$ cat config.mk
export PLATFORM = sky130hd
export DESIGN_NAME = spi_status_reader
export DESIGN_NICKNAME = d
export VERILOG_FILES = /design/src/rtl/spi_stat_pkg.sv /design/src/rtl/spi_stat_timer.sv /design/src/rtl/spi_stat_shift.sv /design/src/rtl/spi_status_reader.sv
export SDC_FILE = /design/constraint.sdc
export NUM_CORES = 1
export LEC_CHECK = 0
export ABC_AREA = 1
export CELL_PAD_IN_SITES_DETAIL_PLACEMENT = 1
export CELL_PAD_IN_SITES_GLOBAL_PLACEMENT = 1
export CORE_MARGIN = 8
export CORE_UTILIZATION = 50
export CTS_BUF_LIST = sky130_fd_sc_hd__clkbuf_8
export CTS_CLUSTER_SIZE = 12
export DETAILED_ROUTE_END_ITERATION = 16
export DONT_BUFFER_PORTS = 1
export PLACE_DENSITY_LB_ADDON = 0.1
export SETUP_SLACK_MARGIN = 0.2
export SLEW_MARGIN = 15
export SYNTH_ARGS = -nofsm -noshare
export SYNTH_HDL_FRONTEND = slang
export SYNTH_SLANG_ARGS = --single-unit
$ cat constraint.sdc
create_clock -name clk -period 2.3 [get_ports clk]
set_clock_uncertainty 0.2 [all_clocks]
set_input_delay 0.345 -clock clk [delete_from_list [all_inputs] [get_ports clk]]
set_output_delay 0.345 -clock clk [all_outputs]
set_load 0.02 [all_outputs]
$ cat src/rtl/spi_stat_pkg.sv
package spi_stat_pkg;
   localparam logic [7:0] STATUS_READ_CMD = 8'hD7;
   typedef enum logic [1:0] {
      ST_IDLE,
      ST_LEAD,
      ST_LOW,
      ST_HIGH
   } seq_state_t;
endpackage

$ cat src/rtl/spi_stat_timer.sv
module spi_stat_timer #(
   parameter int HALF = 2
) (
   input  logic clk,
   input  logic rst_n,
   input  logic run,
   output logic seg_end
);
   generate
      if (HALF < 1) begin : g_bad_half
         $error("spi_stat_timer: HALF must be at least 1");
      end
      if (HALF == 1) begin : g_direct
         logic unused_tie;
         assign unused_tie = clk ^ rst_n;
         assign seg_end = run;
      end else begin : g_count
         localparam int CW = $clog2(HALF);
         localparam logic [CW-1:0] LAST = CW'(HALF - 1);
         logic [CW-1:0] cnt;
         always_ff @(posedge clk or negedge rst_n) begin
            if (!rst_n) begin
               cnt <= '0;
            end else if (!run || cnt == LAST) begin
               cnt <= '0;
            end else begin
               cnt <= cnt + 1'b1;
            end
         end
         assign seg_end = run && (cnt == LAST);
      end
   endgenerate
endmodule

$ cat src/rtl/spi_stat_shift.sv
module spi_stat_shift #(
   parameter int CMD_W = 8,
   parameter int STAT_W = 8,
   parameter logic [CMD_W-1:0] CMD = '1
) (
   input  logic              clk,
   input  logic              rst_n,
   input  logic              load,
   input  logic              fall_en,
   input  logic              rise_en,
   input  logic              din,
   output logic              dout,
   output logic [STAT_W-1:0] rx_word
);
   localparam int FRAME = CMD_W + STAT_W;

   logic [FRAME-1:0] txq;

   always_ff @(posedge clk or negedge rst_n) begin
      if (!rst_n) begin
         txq  <= '0;
         dout <= 1'b0;
      end else if (load) begin
         txq <= {CMD, {STAT_W{1'b0}}};
      end else if (fall_en) begin
         dout <= txq[FRAME-1];
         txq  <= {txq[FRAME-2:0], 1'b0};
      end
   end

   generate
      if (STAT_W == 1) begin : g_rx_bit
         always_ff @(posedge clk or negedge rst_n) begin
            if (!rst_n) rx_word <= '0;
            else if (rise_en) rx_word <= din;
         end
      end else begin : g_rx_vec
         always_ff @(posedge clk or negedge rst_n) begin
            if (!rst_n) rx_word <= '0;
            else if (rise_en) rx_word <= {rx_word[STAT_W-2:0], din};
         end
      end
   endgenerate
endmodule

$ cat src/rtl/spi_status_reader.sv
module spi_status_reader #(
   parameter int DIV = 4,
   parameter int CMD_W = 8,
   parameter int STAT_W = 8,
   parameter logic [CMD_W-1:0] CMD_CODE = spi_stat_pkg::STATUS_READ_CMD
) (
   input  logic              clk,
   input  logic              rst_n,
   input  logic              start,
   output logic              busy,
   output logic              done,
   output logic [STAT_W-1:0] status_out,
   output logic              ser_sel_n,
   output logic              ser_clk,
   output logic              ser_dout,
   input  logic              ser_din
);
   import spi_stat_pkg::*;

   localparam int HALF  = DIV / 2;
   localparam int FRAME = CMD_W + STAT_W;
   localparam int BCW   = $clog2(FRAME + 1);
   localparam logic [BCW-1:0] LAST_BIT = BCW'(FRAME);

   generate
      if (DIV < 2 || (DIV % 2) != 0) begin : g_bad_div
         $error("spi_status_reader: DIV must be even and at least 2");
      end
      if (CMD_W < 1 || STAT_W < 1) begin : g_bad_width
         $error("spi_status_reader: CMD_W and STAT_W must be positive");
      end
   endgenerate

   seq_state_t        state;
   logic [BCW-1:0]    bit_cnt;
   logic              seg_end;
   logic              load;
   logic              fall_en;
   logic              rise_en;
   logic              final_bit;
   logic [STAT_W-1:0] rx_word;

   assign busy      = (state != ST_IDLE);
   assign final_bit = (bit_cnt == LAST_BIT);
   assign load      = (state == ST_IDLE) && start;
   assign rise_en   = seg_end && (state == ST_LOW);
   assign fall_en   = seg_end && ((state == ST_LEAD) ||
                                  ((state == ST_HIGH) && !final_bit));

   spi_stat_timer #(.HALF(HALF)) u_timer (
      .clk     (clk),
      .rst_n   (rst_n),
      .run     (busy),
      .seg_end (seg_end)
   );

   spi_stat_shift #(
      .CMD_W  (CMD_W),
      .STAT_W (STAT_W),
      .CMD    (CMD_CODE)
   ) u_shift (
      .clk     (clk),
      .rst_n   (rst_n),
      .load    (load),
      .fall_en (fall_en),
      .rise_en (rise_en),
      .din     (ser_din),
      .dout    (ser_dout),
      .rx_word (rx_word)
   );

   always_ff @(posedge clk or negedge rst_n) begin
      if (!rst_n) begin
         state      <= ST_IDLE;
         bit_cnt    <= '0;
         ser_sel_n  <= 1'b1;
         ser_clk    <= 1'b1;
         done       <= 1'b0;
         status_out <= '0;
      end else begin
         done <= 1'b0;
         unique case (state)
            ST_IDLE: begin
               if (start) begin
                  state     <= ST_LEAD;
                  bit_cnt   <= '0;
                  ser_sel_n <= 1'b0;
               end
            end
            ST_LEAD: begin
               if (seg_end) begin
                  state   <= ST_LOW;
                  ser_clk <= 1'b0;
               end
            end
            ST_LOW: begin
               if (seg_end) begin
                  state   <= ST_HIGH;
                  ser_clk <= 1'b1;
                  bit_cnt <= bit_cnt + 1'b1;
               end
            end
            ST_HIGH: begin
               if (seg_end) begin
                  if (final_bit) begin
                     state      <= ST_IDLE;
                     ser_sel_n  <= 1'b1;
                     done       <= 1'b1;
                     status_out <= rx_word;
                  end else begin
                     state   <= ST_LOW;
                     ser_clk <= 1'b0;
                  end
               end
            end
            default: state <= ST_IDLE;
         endcase
      end
   end
endmodule

# Word level (Yosys, flattened, before mapping)
# Cells that the tools add are included.
# totals
register_bits	44
latchBits	0
ramBits	0
romBits	0
inputBits	4
n_memories	0
# classes
n_addsub	2
multipliers	0
n_div	0
magnitude_cmp	0
eq_ne	10
n_shift	0
mux	24
bitwise	1
reduce_logical	21
# ops
cell	count
16-bit 2-to-1 mux	2
2-bit != test, second input constant	6
1-bit 2-to-1 mux	11
2-bit 2-to-1 mux	5
5-bit 2-to-1 mux	2
5-bit one-hot mux with 2 select lines	1
2-bit one-hot mux with 4 select lines	1
4-bit AND reduction	2
2-bit nonzero test	4
3-bit AND reduction	2
5-bit by 1-bit adder with 5-bit output, second input constant	1
5-bit equality test, second input constant	1
1-bit logical AND	5
5-bit AND reduction	1
2-bit equality test, second input constant	2
1-bit one-hot mux with 3 select lines	1
3-bit nonzero test	1
2-bit by 1-bit equality test with 1-bit output, second input constant	1
1-bit zero test	2
2-bit zero test	1
1-bit logical OR	2
1-bit one-hot mux with 2 select lines	1
2-bit AND reduction	1
1-bit adder, second input constant	1
1-bit inverter	1

# Logic depth before layout (Yosys ltp)
# logic_depth
depth_word	7
depth_mapped	11
ltp_nobuf	11

# By module
# Synthesis repeated with hierarchy kept, for this count alone.
# hier_totals
hier_cells	197
area_unflattened_um2	1701.6
# by_module_without_submodules
mod	n_inst	cells_each	area_per_inst_um2
spi_status_reader	1	123	1001.0
spi_stat_shift	1	69	658.1
spi_stat_timer	1	5	42.5

# Least setup slack after synthesis
# No wires, ideal clock.
# synth_path
path_kind	reg-to-reg
startpoint	reg state[0]
endpoint	reg u_shift.rx_word[5]
setup_time_ns	0.125
arrival_ns	1.508
t_required_ns	1.975
slack_ns	0.467
path_stages_with_launch	9
path_buffers	1
cell_sequence	dfrtp_1 > inv_1 > ha_1 > inv_2 > nand2_4 > inv_2 > nand2_2 > buf_6 > mux2_4
# synth_via
elab_chain_len	3
# synth_lines
element	line_no	text
start: declaration	spi_status_reader.sv:34	seq_state_t state;
start signal: assignment	spi_status_reader.sv:74	state <= ST_IDLE;
start signal: assignment	spi_status_reader.sv:85	state <= ST_LEAD;
start signal: assignment	spi_status_reader.sv:92	state <= ST_LOW;
2-bit nonzero test	spi_status_reader.sv:43	assign busy = (state != ST_IDLE);
named net busy	spi_status_reader.sv:10	output logic busy,
1-bit logical AND	spi_stat_timer.sv:30	assign seg_end = run && (cnt == LAST);
1-bit logical AND	spi_status_reader.sv:46	assign rise_en = seg_end && (state == ST_LOW);
end signal: assignment	spi_stat_shift.sv:40	else if (rise_en) rx_word <= {rx_word[STAT_W-2:0], din};
end: declaration	spi_stat_shift.sv:13	output logic [STAT_W-1:0] rx_word
# The timed path passes the listed nets, and every way through them passes these cells.
# A chain may end at the register's enable or synchronous reset.

# Final worst setup path
# layout_path
startpoint	reg state[0]
endpoint	reg u_shift.rx_word[2]
# The elaborated chain is that of the path after synthesis.

==> impl_metrics.toml <==
[pwr]
power_density_nw_per_um2 = 666
ir_drop_v = 0.000344
p_leak_uw = 0.00101
finalPower_uw = 1220

[global_routing]
globalRouteMet2Util_pct = 24.8
grt_use_total_pct = 15.0
grt_pass1_vias = 1345
met1_usage_pct = 17.4
grt_pass1_wl_mm = 6.22
gr-total-overflow = 0
antenna_found_initial = 0
grt_busiest_layer = "met2"
grt_start_max_net_pins = 37
use_met3_pct = 4.77

[finish]
area_delta_synth_final_pct = 9.96
fin_util_pct = 55.9
nets = 199
antennaDiodeCount = 0
layout-drive-gt1-share_pct = 16.3

[synth]
synth_commonest_cells = "60 x nand2_1, 34 x dfrtp_1, 17 x inv_1"
ys.flop_type = "dfrtp_1"
synth_cell_type_count = 23
yosysWarningCount = 0
synth_cells = 183
synth_area_leaders = "dfrtp_1 51%, nand2_1 13%, ha_1 4.5%"
ys_seq_elements = 36
synth_edf_count = 0
yosysSeqAreaShare_pct = 54.1
yosysTopAreaCell = "dfrtp_1"
synth_most_common_cell = "nand2_1"
syn-cell-area_um2 = 1670
synth_area_per_cell_um2 = 9.13
yosysTopAreaCellShare_pct = 50.9
async_reset_ff_share_pct = 100
synthesis.nets = 193

[setup_path]
crit_arrival_ns = 2.01
max_stage_delay_ns = 0.40
cp-end-kind = "register"
cp_top_family = "flip-flops"
startpoint_type = "register"
crit_type = "reg2reg"
crit_fanout = 13
cp_common_cell = "inv_2"
required_ns = 2.28
critPathSlowestCell = "dfrtp_1"
worstPathCellList = "inv_1, ha_1, inv_2, nand2_4, inv_2, nand2_2, mux2_2"
cp.buffers_inverters = 3

[sta]
finalMaxSlewViolations = 0
relSlewSlack_pct = 80.5
rsz0062_at_grt = "true"
tns_ns = 0
period_needed_ns = 2.03
setup_viol = 0
worstMarginPinSlew_ns = 0.289
whs_ns = 0.0394
fin_crit_sh_pct = 88.3
finalHoldViolations = 0
clock.fmax_ghz = 0.492

[clock_network]
cts-root-buf = "clkbuf_8"
clock_sinks = 36
clockBufferDepth = 2
clk_latency_ns = 0.29
htreeDepth = 2
cts_tree = "yes"
clkTransAtPathRegs_ns = 0.08
cts_buffers = 5

[floorplan]
num_rows = 21
die_y_um = 73.8
die_x_um = 73.8
core_area_um2 = 3280
dieArea_um2 = 5450
top_level_ports = 17
start_util_pct = 50.9

[routing]
drt_iter0_drc = 62
drt-wirelength-per-cell_um = 14.9
ant_nets = 0
vias_per_cell = 5.10
firstDrtPassIters = 4
vias = 1204
wl_mm = 3.53
drcViolationCount = 0

[worst_hold_path]
holdCritPathClass = "in2reg"

[place]
gp_congestion = 0.775
io_buffers = 0
place_hpwl_mm = 2.52

[outcome]
status = "completed"

[job]
drv_cap = 0
## worst register-to-register path: stages (launching register included)
cell and delay, ns:
dfrtp_1 0.40, inv_1 0.13, ha_1 0.28, inv_2 0.13, nand2_4 0.12, inv_2 0.08
nand2_2 0.22, mux2_2 0.37
## cell families after synthesis
kind of cell | after synthesis | synth area share, %
and+or+nand+nor | 97 | 26.2
DFF | 36 | 54.1
buffers and inverters | 25 | 7.04
AOI/OAI and AO/OA | 15 | 5.24
adders and majority gates | 6 | 4.49
muxes | 4 | 2.92
## flip-flops by register name, summed over array words and instances, names as in the netlist
register             flops
done                     1
ser_sel_n                1
u_shift.dout             1
u_timer.g_count.cnt      1
ser_clk                  1
state                    2
status_out               8
bit_cnt                  5
u_shift.rx_word          8
u_shift.txq              8
## per-stage QoR
| step | cells | worst slack, ns | area [µm²] |
|---|---|---|---|
| global placement | 226 | 0.379 | 1700 |
| detailed placement | 226 | 0.264 | 1700 |
| floorplan | 183 | 0.467 | 1670 |
| finish | 236 | 0.268 | 1840 |
| global route | 236 | 0.154 | 1840 |
| CTS | 236 | 0.262 | 1830 |
## power breakdown
part	internal [µW]	switching, µW
sequential	640	4.46
clock	317	236
combinational	9.57	16.6
total	967	257
## placed cells by master, fill, tap and decap left out, types with 5 or more instances in the layout
cell type	n
nand3_1	15
clkbuf_8	5
o21ai_0	7
dfrtp_1	34
ha_1	5
nand4_1	5
inv_1	18
nand2_1	60
nor2_1	8
## layout make-up
class | instances | area [µm²]
sequential | 36 | 903
tap | 46 | 57.6
clock inverter | 3 | 38.8
timing repair buffer | 3 | 37.5
clock buffer | 5 | 68.8
fill | 384 | 1450
inverter | 21 | 78.8
multi-input combinational | 122 | 652
## worst paths after layout
check	cells past startpoint	slack (ns)	endpoint	start
max reg2reg	7	0.27	u_shift.rx_word[2]	state[0]
min in group asynchronous	2	0.30	u_shift.txq[11]	rst_n
max	7	0.27	u_shift.rx_word[2]	state[0]
max in group asynchronous	2	1.35	ser_sel_n	rst_n
min reg2reg	2	0.28	u_shift.dout	u_shift.txq[15]
min	2	0.04	u_shift.rx_word[0]	ser_din
## routing by layer
layer,part of all wire (%),up-vias
li1,-,588
met1,44,596
met2,50,12
met3,3.4,8
met4,1.8,0
met5,0,-
## timing repair
| item | 4_1_cts | 5_1_grt |
|---|---|---|
| endpoints found under the hold margin | 36 | 0 |
| setup endpoints to repair | 0 | 5 |
| gates resized for setup | 0 | 1 |
| hold buffers | 2 | 0 |
| buffers inserted | 0 | 0 |
Note: power is estimated with default switching activity, not from simulation.
